==> src/rtl/rcd_pkg.sv <==
package rcd_pkg;

    // Classification of one clock cycle as seen by the run counter.
    typedef enum logic [1:0] {
        EV_HOLD    = 2'd0,  // no byte offered: keep the run
        EV_CLEAR   = 2'd1,  // mismatch, flush or disabled: run to zero
        EV_ADVANCE = 2'd2,  // matching byte below the target length
        EV_HIT     = 2'd3   // matching byte that completes the run
    } rcd_event_e;

endpackage

==> src/rtl/rcd_match.sv <==
module rcd_match
    import rcd_pkg::*;
#(
    parameter int DATA_W = 8,
    parameter int CNT_W  = 8
) (
    input  logic              rx_vld,
    input  logic [DATA_W-1:0] rx_byte,
    input  logic [DATA_W-1:0] match_char,
    input  logic [CNT_W-1:0]  repeat_count,
    input  logic              detect_en,
    input  logic              rx_flush,
    input  logic [CNT_W-1:0]  run_q,
    output rcd_event_e        ev,
    output logic [CNT_W-1:0]  run_next
);

    localparam int EXT_W = CNT_W + 1;

    logic [EXT_W-1:0] target;
    logic [EXT_W-1:0] run_plus;
    logic             same;

    always_comb begin
        // A programmed length of zero is promoted to one.
        target   = (repeat_count == '0) ? EXT_W'(1) : {1'b0, repeat_count};
        run_plus = {1'b0, run_q} + EXT_W'(1);
        same     = (rx_byte == match_char);
        run_next = run_plus[CNT_W-1:0];

        if (rx_flush || !detect_en) begin
            ev = EV_CLEAR;
        end else if (!rx_vld) begin
            ev = EV_HOLD;
        end else if (!same) begin
            ev = EV_CLEAR;
        end else if (run_plus >= target) begin
            ev = EV_HIT;
        end else begin
            ev = EV_ADVANCE;
        end
    end

endmodule

==> src/rtl/rcd_run_ctr.sv <==
module rcd_run_ctr
    import rcd_pkg::*;
#(
    parameter int CNT_W = 8
) (
    input  logic             clk,
    input  logic             rst_n,
    input  rcd_event_e       ev,
    input  logic [CNT_W-1:0] run_next,
    output logic [CNT_W-1:0] run_q
);

    typedef struct packed {
        logic [CNT_W-1:0] run;
    } ctr_state_t;

    ctr_state_t st_d, st_q;

    always_comb begin
        st_d = st_q;
        unique case (ev)
            EV_HOLD:    st_d.run = st_q.run;
            EV_ADVANCE: st_d.run = run_next;
            EV_CLEAR:   st_d.run = '0;
            EV_HIT:     st_d.run = '0;
            default:    st_d.run = '0;
        endcase
    end

    always_ff @(posedge clk or negedge rst_n) begin
        if (!rst_n) begin
            st_q <= '0;
        end else begin
            st_q <= st_d;
        end
    end

    assign run_q = st_q.run;

endmodule

==> src/rtl/rcd_status.sv <==
module rcd_status
    import rcd_pkg::*;
(
    input  logic       clk,
    input  logic       rst_n,
    input  rcd_event_e ev,
    input  logic       status_clr,
    output logic       seen_q,
    output logic       irq_q
);

    typedef struct packed {
        logic seen;
        logic irq;
    } stat_state_t;

    stat_state_t st_d, st_q;

    always_comb begin
        st_d     = st_q;
        st_d.irq = (ev == EV_HIT);
        // A detection in the same cycle as a clear keeps the flag set.
        st_d.seen = st_d.irq | (st_q.seen & ~status_clr);
    end

    always_ff @(posedge clk or negedge rst_n) begin
        if (!rst_n) begin
            st_q <= '0;
        end else begin
            st_q <= st_d;
        end
    end

    assign seen_q = st_q.seen;
    assign irq_q  = st_q.irq;

endmodule

==> src/rtl/rcd_detector.sv <==
module rcd_detector
    import rcd_pkg::*;
#(
    parameter int DATA_W = 8,
    parameter int CNT_W  = 8
) (
    input  logic              clk,
    input  logic              rst_n,
    input  logic              rx_vld,
    input  logic [DATA_W-1:0] rx_byte,
    input  logic [DATA_W-1:0] match_char,
    input  logic [CNT_W-1:0]  repeat_count,
    input  logic              detect_en,
    input  logic              rx_flush,
    input  logic              status_clr,
    output logic              pattern_seen,
    output logic              pattern_irq
);

    rcd_event_e       ev;
    logic [CNT_W-1:0] run_next;
    logic [CNT_W-1:0] run_q;

    rcd_match #(.DATA_W(DATA_W), .CNT_W(CNT_W)) u_match (
        .rx_vld       (rx_vld),
        .rx_byte      (rx_byte),
        .match_char   (match_char),
        .repeat_count (repeat_count),
        .detect_en    (detect_en),
        .rx_flush     (rx_flush),
        .run_q        (run_q),
        .ev           (ev),
        .run_next     (run_next)
    );

    rcd_run_ctr #(.CNT_W(CNT_W)) u_run (
        .clk      (clk),
        .rst_n    (rst_n),
        .ev       (ev),
        .run_next (run_next),
        .run_q    (run_q)
    );

    rcd_status u_stat (
        .clk        (clk),
        .rst_n      (rst_n),
        .ev         (ev),
        .status_clr (status_clr),
        .seen_q     (pattern_seen),
        .irq_q      (pattern_irq)
    );

endmodule

==> config.mk <==
export PLATFORM = sky130hd
export DESIGN_NAME = rcd_detector
export DESIGN_NICKNAME = d
export VERILOG_FILES = /design/src/rtl/rcd_pkg.sv /design/src/rtl/rcd_match.sv /design/src/rtl/rcd_run_ctr.sv /design/src/rtl/rcd_status.sv /design/src/rtl/rcd_detector.sv
export SDC_FILE = /design/constraint.sdc
export NUM_CORES = 1
export LEC_CHECK = 0
export BUFFER_PORTS_ARGS = -buffer_cell sky130_fd_sc_hd__buf_2
export CAP_MARGIN = 20
export CORE_AREA = 2 2 48 50
export CTS_BUF_LIST = sky130_fd_sc_hd__clkbuf_4 sky130_fd_sc_hd__clkbuf_8
export CTS_CLUSTER_SIZE = 8
export DETAILED_ROUTE_END_ITERATION = 10
export DIE_AREA = 0 0 50 52
export GPL_ROUTABILITY_DRIVEN = 0
export GPL_TIMING_DRIVEN = 1
export PLACE_DENSITY = 0.73
export SYNTH_ARGS = -nofsm -noshare
export SYNTH_HDL_FRONTEND = slang
export SYNTH_SLANG_ARGS = --single-unit
==> constraint.sdc <==
create_clock -name clk -period 3 [get_ports clk]
set_clock_uncertainty 0.2 [all_clocks]
set_input_delay 0.75 -clock clk [delete_from_list [all_inputs] [get_ports clk]]
set_output_delay 0.75 -clock clk [all_outputs]
set_load 0.02 [all_outputs]
==> flow_metrics.tcl <==
set metrics [dict create \
    worstHoldPathType "input port to asynchronous set/reset pin" \
    portBuffers 31 \
    cpMaxStageDelayCell "dfrtp_1" \
    placed_area_um2 1180 \
    rows 17 \
    dieArea_um2 2600 \
    finalCritPeriodShare_pct 95.7 \
    grt_pass1_vias 806 \
    worst-setup-path-type "flop to flop" \
    cts_htree_levels 1 \
    cp-start-kind "flop" \
    setup_viol 0 \
    ant_nets 0 \
    seqPwrFrac_pct 47.0 \
    clockBufferDepth 2 \
    cts_tree "built" \
    slew_headroom_pct 68.1 \
    grt_overflow 0 \
    synth_area_um2 1010 \
    period_minus_slack_ps 2870 \
    cts_made_buffers 3 \
    clk_pin_slew_ps 60 \
    fillers 171 \
    ys_seq_area_share_pct 24.8 \
    yosys_register_bits 10 \
    viasPerCell 5.46 \
    pwr-share-clk_pct 30.9 \
    clock_latency_ps 260 \
    switching_power_mw 0.0780 \
    tightest_slew_ps 478 \
    fin_area_um2 1240 \
    grt_max_degree 14 \
    mostFrequentLayoutCells "buf_2, xnor2_1, dfrtp_1, inv_1, ha_1" \
    num_vias 858 \
    max_freq_ghz 0.348 \
    crit_chain "ha_1 -> and3_4 -> nand3_2 -> xnor2_1 -> ha_1 -> a211oi_1 -> nand2_1 -> a31oi_2 -> o2111ai_4 -> a32o_1" \
    fin_util_pct 58.8 \
    status "finished clean" \
    endpoint_kind "flop" \
    cts-root-buf "clkbuf_4" \
    ir_drop_mv 0.222 \
    netSwitchingFraction_pct 27.2 \
    cellPowerDensity_nw_per_um2 232 \
    ioPinCount 32 \
    p_leak_nw 0.562 \
    fin_nets 170 \
    cp.arrival_ps 2820 \
    synthToLayoutAreaGrowth_pct 22.6 \
    drive_gt1_share_pct 42.6 \
    place_hpwl_mm 1.74 \
    wl_per_cell_um 14.3 \
    pwr-share-comb_pct 22.1 \
    drc 0 \
    start_util_pct 48.0 \
    die_x_um 50 \
    place_inst 153 \
    synth.distinct_cells 31 \
    syn_area_per_cell_um2 10.3 \
    fin_cells 157 \
    yosys_warnings 0 \
    crit_family "compound AO/OA/AOI/OAI gates" \
    core_area_um2 2110 \
    grt_pass1_wl_mm 3.26 \
    wirelength_mm 2.24 \
    synth_cells 98 \
    p_int_mw 0.209 \
    crit_top_cell "ha_1" \
    clock-sinks 10 \
    critPathMaxStageDelay_ps 430 \
    slew_viol_final 0 \
    grtUsageTotal_pct 16.5 \
    required_ps 2950 \
    first_iter_violations 8 \
    cp_max_fo 5 \
    crit_buf_inv 0 \
    hold_viol_final 0 \
    first_pass_iters 3 \
    antenna_cells 0 \
    die_h_um 52 \
    antenna_found_initial 0 \
    cap_violations 0 \
    final_common_cell "buf_2" \
    syn_nets 137 \
]
==> final cells by class <==
class                   count  area, um^2  share of cell area, %
repair buffers             31         155                   12.5
inverters                   9        33.8                   2.73
multi-input cells          76         741                   59.9
well taps                  28        35.0                   2.83
flip-flops and latches     10         250                   20.2
clock buffers               3        22.5                   1.82
==> cells in the mapped netlist <==
master,n,area share [%]
nand2_1,3,1.1
xnor2_1,13,11
and4_1,2,1.7
mux2i_1,1,0.99
and3_4,3,3.3
nand2b_1,1,0.62
a211oi_1,1,0.74
nand3_2,1,0.99
a211oi_2,8,9.9
clkbuf_1,1,0.37
a21oi_1,1,0.50
o21a_1,1,0.74
nor2b_1,2,1.2
buf_1,1,0.37
a31oi_1,1,0.62
nor4_2,2,2.5
ha_1,9,11
nand4_1,7,4.3
xor2_1,8,6.9
nor4_1,1,0.62
inv_1,9,3.3
dfrtp_1,10,25
o2111ai_4,1,2.6
a32o_1,1,0.99
o21ai_0,2,0.99
and3_2,2,1.5
a31oi_4,1,2.1
buf_2,2,0.99
a41o_1,1,0.99
and2_1,1,0.62
nor3_2,1,0.99
==> path summary, 6_finish.rpt <==
path | cells after the start | start | slack (ps) | endpoint
worst min-delay path | 1 | rst_n | 130 | u_run.run_q[6]
worst max-delay path | 10 | u_run.run_q[0] | 130 | u_stat.seen_q
worst min register to register | 1 | u_stat.seen_q | 310 | u_stat.seen_q
worst max register to register | 10 | u_run.run_q[0] | 130 | u_stat.seen_q
min in group clk | 1 | u_stat.seen_q | 310 | u_stat.seen_q
max in group asynchronous | 1 | rst_n | 2280 | u_run.run_q[0]
==> cells by family after synthesis <==
family | synth area share [%]
flops | 24.8
xor+xnor | 18.2
simple gates | 19.6
fa+ha+maj | 11.2
buf+inv | 5.08
compound gates | 20.2
mux | 0.991
==> routing by layer <==
layer	GRT usage [%]	up-vias	routed length, um
li1	-	432	-
met3	0.862	4	57
met4	8.80	0	29
met1	20.5	405	1010
met2	28.5	17	1150
met5	0	-	0
==> registers in the layout (all words and copies together) (netlist names) <==
signal         count
u_run.run_q        8
u_stat.irq_q       1
u_stat.seen_q      1
==> power groups by stage <==
| stage | Clock (mW) | Combinational, mW | Sequential, mW |
|---|---|---|---|
| floorplan | 0 | 0.0328 | 0.138 |
| global placement | 0 | 0.0577 | 0.137 |
| detailed placement | 0 | 0.0609 | 0.137 |
| CTS | 0.0930 | 0.0611 | 0.135 |
| global route | 0.0980 | 0.0694 | 0.135 |
| finish | 0.0888 | 0.0635 | 0.135 |
==> worst reg2reg max path, stage by stage, from the launching register on <==
cell       delay, ps
dfrtp_1          430
ha_1             230
and3_4           230
nand3_2          120
xnor2_1          160
ha_1             230
a211oi_1         240
nand2_1          100
a31oi_2          310
o2111ai_4        240
a32o_1           280
==> per-stage QoR <==
step	worst slack (ps)	hold WS (ps)	TNS, ps	power (mW)
after global placement	135	274	0	0.195
after detailed placement	87.0	295	0	0.198
after floorplan	345	254	0	0.170
after CTS	184	132	0	0.289
after global routing	-23.9	144	-23.9	0.302
final	130	134	0	0.287
==> repair_timing <==
item,in CTS,in global routing
setup buffers,0,0
hold buffers,0,0
hold endpoints to repair,0,0
resized for setup,0,3
endpoints found under the setup margin,0,1
No activity file was read; power rests on OpenSTA's default activity.
